$ cat config.mk
export PLATFORM = sky130hd
export DESIGN_NAME = dice_referee
export DESIGN_NICKNAME = d
export VERILOG_FILES = /design/src/rtl/dice_referee.sv
export SDC_FILE = /design/constraint.sdc
export NUM_CORES = 1
export LEC_CHECK = 0
export BUFFER_PORTS_ARGS = -buffer_cell sky130_fd_sc_hd__buf_2
export CAP_MARGIN = 20
export CELL_PAD_IN_SITES_DETAIL_PLACEMENT = 0
export CELL_PAD_IN_SITES_GLOBAL_PLACEMENT = 1
export CORE_ASPECT_RATIO = 2
export CORE_MARGIN = 3
export CORE_UTILIZATION = 35
export DETAILED_ROUTE_END_ITERATION = 7
export HOLD_SLACK_MARGIN = 0.15
export PLACE_DENSITY = 0.77
export SYNTH_ARGS = -nofsm -noshare
export SYNTH_HDL_FRONTEND = slang
export SYNTH_SLANG_ARGS = --single-unit
$ cat constraint.sdc
create_clock -name clk -period 4.5 [get_ports clk]
set_input_delay 0.225 -clock clk [delete_from_list [all_inputs] [get_ports clk]]
set_output_delay 0.225 -clock clk [all_outputs]
set_load 0.1 [all_outputs]
$ cat src/rtl/dice_referee.sv
module dice_referee #(
  parameter int DW = 3,
  parameter int SW = 4
) (
  input  logic          clk,
  input  logic          rst,
  input  logic          roll,
  input  logic          new_game,
  input  logic          force_en,
  input  logic [DW-1:0] force_a,
  input  logic [DW-1:0] force_b,
  output logic [DW-1:0] die_a,
  output logic [DW-1:0] die_b,
  output logic [SW-1:0] last_sum,
  output logic [SW-1:0] point,
  output logic          win,
  output logic          lose
);
  localparam logic [DW-1:0] FACE_MIN = DW'(1);
  localparam logic [DW-1:0] FACE_MAX = DW'(6);

  typedef enum logic [1:0] {S_FIRST, S_POINT, S_WON, S_LOST} st_t;
  st_t st, st_n;

  logic          roll_q;
  logic          thrown;
  logic          a_wrap;
  logic [DW-1:0] a_use, b_use;
  logic [SW-1:0] sum;
  logic          natural_w, craps_w, seven_w;

  assign thrown = roll_q & ~roll;
  assign a_wrap = (die_a == FACE_MAX);
  assign a_use  = force_en ? force_a : die_a;
  assign b_use  = force_en ? force_b : die_b;
  assign sum    = SW'(a_use) + SW'(b_use);

  assign seven_w   = (sum == SW'(7));
  assign natural_w = seven_w || (sum == SW'(11));
  assign craps_w   = (sum == SW'(2)) || (sum == SW'(3)) || (sum == SW'(12));

  always_ff @(posedge clk) begin
    if (rst) begin
      roll_q <= 1'b0;
      die_a  <= FACE_MIN;
      die_b  <= FACE_MIN;
    end else begin
      roll_q <= roll;
      if (roll) begin
        die_a <= a_wrap ? FACE_MIN : die_a + FACE_MIN;
        if (a_wrap)
          die_b <= (die_b == FACE_MAX) ? FACE_MIN : die_b + FACE_MIN;
      end
    end
  end

  always_comb begin
    st_n = st;
    if (new_game) begin
      st_n = S_FIRST;
    end else if (thrown) begin
      case (st)
        S_FIRST: begin
          if (natural_w)    st_n = S_WON;
          else if (craps_w) st_n = S_LOST;
          else              st_n = S_POINT;
        end
        S_POINT: begin
          if (sum == point) st_n = S_WON;
          else if (seven_w) st_n = S_LOST;
        end
        default: st_n = st;
      endcase
    end
  end

  always_ff @(posedge clk) begin
    if (rst) begin
      st       <= S_FIRST;
      point    <= '0;
      last_sum <= '0;
    end else begin
      st <= st_n;
      if (new_game)
        point <= '0;
      else if (thrown && st == S_FIRST && st_n == S_POINT)
        point <= sum;
      if (!new_game && thrown && (st == S_FIRST || st == S_POINT))
        last_sum <= sum;
    end
  end

  assign win  = (st == S_WON);
  assign lose = (st == S_LOST);
endmodule


Word-level counts from Yosys, hierarchy flattened
Cells that the tools add are included.
{"block": "totals", "ff_bits": 17, "output_inout_bits": 16, "wordCells": 46}
{"block": "op_classes", "n_addsub": 3, "eq_ne": 12, "n_mux": 11, "bitwise_logic": 2, "reduce_logical": 12}
{"op": "$mux W2", "count": 6}
{"op": "$mux W3", "count": 4}
{"op": "$eq A4 B2 Y1 const B", "count": 2}
{"op": "$eq A4 B4 Y1 const B", "count": 2}
{"op": "$add A3 B1 Y3 const B", "count": 2}
{"op": "$eq A3 B3 Y1 const B", "count": 2}
{"op": "$add A3 B3 Y4", "count": 1}
{"op": "$eq A2 B1 Y1 const B", "count": 2}
{"op": "$eq A2 B2 Y1 const B", "count": 2}
{"op": "$eq A4 B3 Y1 const B", "count": 1}
{"op": "$eq A4 B4 Y1", "count": 1}
{"op": "$logic_and A1 B1 Y1", "count": 4}
{"op": "$logic_or A1 B1 Y1", "count": 4}
{"op": "$pmux W2 S2", "count": 1}
{"op": "$logic_not A2 Y1", "count": 1}
{"op": "$reduce_and A2 Y1", "count": 1}
{"op": "$reduce_or A2 Y1", "count": 1}
{"op": "$and A1 B1 Y1", "count": 1}
{"op": "$logic_not A1 Y1", "count": 1}
{"op": "$not A1 Y1", "count": 1}

Logic depth before layout (Yosys ltp)
{"block": "depth", "ltp_word": 12, "mapped_depth": 11, "ltp_nobuf": 9}

Least setup slack after synthesis
No wires, ideal clock.
{"block": "synth_timing", "kind": "register -> register", "start": "register die_a[0]", "end": "register point[2]", "setup_ns": 0.072, "arrival_ns": 3.051, "required_ns": 4.428, "path_slack_ns": 1.377, "path_stages_with_launch": 11, "n_path_buf": 1, "path_cell_list": "dfxtp_1 > mux2_2 > ha_1 > inv_1 > fa_1 > xnor2_1 > buf_2 > nand3_1 > and2_4 > a211oi_4 > mux2i_1"}
{"block": "synth_via", "elab_chain_cells": 12, "elab_cells_between_ends": 20, "cone_classes": "add/sub (1); eq/ne (7); mux (8); reduce/logical (4)"}
{"item": "from (decl)", "line_no": "12", "source": "output logic [DW-1:0] die_a,"}
{"item": "from (signal assigned)", "line_no": "50", "source": "die_a <= a_wrap ? FACE_MIN : die_a + FACE_MIN;"}
{"item": "$mux W3 (*)", "line_no": "34", "source": "assign a_use = force_en ? force_a : die_a;"}
{"item": "$add A3 B3 Y4 (*)", "line_no": "36", "source": "assign sum = SW'(a_use) + SW'(b_use);"}
{"item": "$eq A4 B2 Y1", "line_no": "40", "source": "assign craps_w = (sum == SW'(2)) || (sum == SW'(3)) || (sum == SW'(12));"}
{"item": "$logic_or A1 B1 Y1 (2 in a row)", "line_no": "40"}
{"item": "$mux W2", "line_no": "65", "source": "else if (craps_w) st_n = S_LOST;"}
{"item": "$mux W2", "line_no": "64", "source": "if (natural_w) st_n = S_WON;"}
{"item": "$pmux W2 S2", "line_no": "62", "source": "case (st)"}
{"item": "$mux W2", "line_no": "61", "source": "end else if (thrown) begin"}
{"item": "$mux W2", "line_no": "59", "source": "if (new_game) begin"}
{"item": "$eq A2 B1 Y1", "line_no": "86", "source": "else if (thrown && st == S_FIRST && st_n == S_POINT)"}
{"item": "$logic_and A1 B1 Y1", "line_no": "86"}
{"item": "to (signal assigned)", "line_no": "87", "source": "point <= sum;"}
{"item": "to (decl)", "line_no": "15", "source": "output logic [SW-1:0] point,"}
Every way passes the cells marked *; elsewhere a longest branch is shown, timed or not.
A chain may end at the register's enable or synchronous reset.

Worst setup path in the final report
{"block": "layout_timing", "start": "register die_a[0]", "end": "register point[0]"}
The elaborated chain is that of the path after synthesis.

==> results.py <==
metrics = {
    "run_status": {
        "status": "finished, final reports clean",
    },
    "sta": {
        "min_period_ps": 3000,
        "tightest_slew_ps": 920,
        "slew_violations": 0,
        "max_freq_mhz": 334,
        "timing_hold_violations_final": 0,
        "rsz0062_at_grt": "false",
        "clock_skew_ps": 1.17,
        "setup_violations": 0,
        "maxSlewHeadroom_pct": 38.2,
        "tns_ps": 0,
        "fin_crit_sh_pct": 66.6,
    },
    "setup_path": {
        "crit_arrival_ps": 3180,
        "r2r_cells": 9,
        "critical_path.startpoint_type": "flop",
        "r2r_slack_ps": 1500,
        "crit_path_end_kind": "flop",
        "path_max_fanout": 11,
        "r2r_end": "point[0]",
        "regToRegStartpoint": "die_a[0]",
        "critPathRequiredTime_ps": 4680,
        "crit_type": "flop to flop",
    },
    "place": {
        "portBuffers": 26,
        "placed_cells": 174,
        "place_hpwl_um": 2150,
        "gp_congestion": 0.879,
    },
    "logic_synthesis": {
        "synthCells": 122,
        "syn_nets": 137,
        "syn_area_mm2": 0.00110,
        "synthArstFlopShare_pct": 0,
        "synth_seq_cells": 17,
        "synthTopCellsByArea": "dfxtp_1, mux2i_1, nand2_1",
        "synth_top_area_share_pct": 30.9,
        "yosysSeqAreaShare_pct": 30.9,
        "synth-edff-count": 0,
        "syn_area_per_cell_um2": 9.04,
        "ys.flop_type": "dfxtp_1",
        "synth_warnings": 0,
        "ys_types": 47,
        "synth_top_cell_by_area": "dfxtp_1",
    },
    "die": {
        "dieArea_mm2": 0.00390,
        "coreArea_mm2": 0.00298,
        "initial_utilization_pct": 37.0,
        "num_rows": 28,
        "ioPinCount": 27,
        "die_x_um": 45.7,
        "die_h_um": 85.4,
    },
    "clock_network": {
        "worstSkewPairLatency_ps": 250,
        "clkTransAtPathRegs_ps": 60,
        "post_cts_buffers": 0,
        "cts_hold_buf": 0,
        "cts_resized": 0,
        "cts_root_buf": "clkbuf_8",
        "cts_max_level": 1,
        "max-clock-path-buffers": 2,
        "cts_tree": "built",
        "cts_buffers": 3,
        "cts_sinks": 17,
    },
    "drt": {
        "vias": 964,
        "drc": 0,
        "drtPass1Iterations": 4,
        "antenna_left": 0,
        "routed_via_density": 5.42,
        "drt-initial-drc-count": 15,
        "wl_per_cell_um": 14.9,
        "wl_um": 2650,
    },
    "pwr": {
        "peakVddDrop_v": 0.000201,
        "p_leak_nw": 0.546,
        "power_density_mw_per_mm2": 305,
    },
    "worst_hold_path": {
        "worstHoldPathType": "input pin to flop",
        "min_to": "roll_q",
        "worst_hold_startpoint": "roll",
        "holdPathStages": 3,
    },
    "global_route": {
        "grt_pass1_wl_um": 4440,
        "grt_antenna_before_repair": 0,
        "grt_pass1_vias": 978,
        "grt.total_usage_pct": 15.5,
        "globalRoute.totalOverflow": 0,
        "grt_max_degree": 14,
    },
    "finish": {
        "antennaDiodeCount": 0,
        "layout.nets": 164,
        "final_cell_mix": "buf_2, dfxtp_1, nand2_1, nor2_1, mux2i_1",
        "drive_gt1_share_pct": 29.1,
        "syn2layout_area_growth_pct": 17.3,
        "stdcell_count": 178,
        "final_common_cell": "buf_2",
    },
    "flow_run": {
        "max-cap-violations": 0,
    },
}
==> per-stage QoR <==
step	power (W)	hold WS [ps]	setup slack [ps]	cell area [µm²]	utilization, %
finish	0.000395	279	1500	1290	43.4
global route	0.000417	303	1260	1290	43.4
CTS	0.000399	281	1500	1290	43.4
detailed placement	0.000286	482	1490	1250	41.8
global placement	0.000284	467	1630	1250	41.8
floorplan	0.000263	311	1380	1100	-
==> registers in the layout, indices dropped and copies added, names as in the netlist <==
register	flops
die_a	3
die_b	3
last_sum	4
point	4
roll_q	1
st	2
==> worst max-delay path, stage by stage (launching register included) <==
cell and delay (ps):
dfxtp_1 410, mux2_2 180, ha_1 170, inv_1 60
fa_1 370, xnor2_1 750, nand3_1 200, and2_4 220
a211oi_4 350, mux2i_1 220
==> per-layer routing <==
| layer | part of all wire (%) | track usage [%] | up-vias |
|---|---|---|---|
| met5 | 0 | 0 | - |
| met4 | 2.5 | 6.93 | 0 |
| met3 | 4.8 | 2.12 | 7 |
| met2 | 56 | 28.3 | 29 |
| met1 | 36 | 16.1 | 446 |
| li1 | - | - | 482 |
==> Yosys cell counts (all sizes together), types with 3 or more instances <==
cell / count
ha: 3
mux2: 4
nor2: 13
xnor2: 3
inv: 4
o21ai: 4
mux2i: 10
a21oi: 4
dfxtp: 17
nand2: 14
nor3b: 3
nor2b: 3
and2: 4
==> worst max-delay path by stage <==
| stage | from | to | slack, ps | depth (start not counted) |
|---|---|---|---|---|
| after CTS | die_a[0] | point[0] | 1500 | 9 |
| after global routing | die_a[0] | point[0] | 1260 | 9 |
| after floorplan | die_a[0] | point[2] | 1380 | 10 |
| after global placement | force_en | point[0] | 1630 | 10 |
| after detailed placement | force_en | point[0] | 1490 | 10 |
| final | die_a[0] | point[0] | 1500 | 9 |
==> cell families after synthesis <==
kind of cell    Yosys count  share of synthesized area (%)
xor+xnor                  4                           3.18
compound gates           25                           18.5
fa+ha+maj                 4                           5.22
flops                    17                           30.9
buf+inv                   8                           3.52
simple gates             50                           25.5
mux                      14                           13.2
==> power breakdown <==
part           internal (W)  switching, W
registers          0.000155    0.00000554
logic             0.0000420     0.0000802
clock network     0.0000614     0.0000508
total              0.000258      0.000136
==> area by class of cell <==
cell class              instances  area (µm²)
repair buffers                 26         130
inverters                       4        15.0
clock buffers                   3        41.3
flip-flops and latches         17         340
clock inverters                 1        5.00
fillers                       300        1690
multi-input cells              97         723
well taps                      30        37.5
No activity file was read; power rests on OpenSTA's default activity.
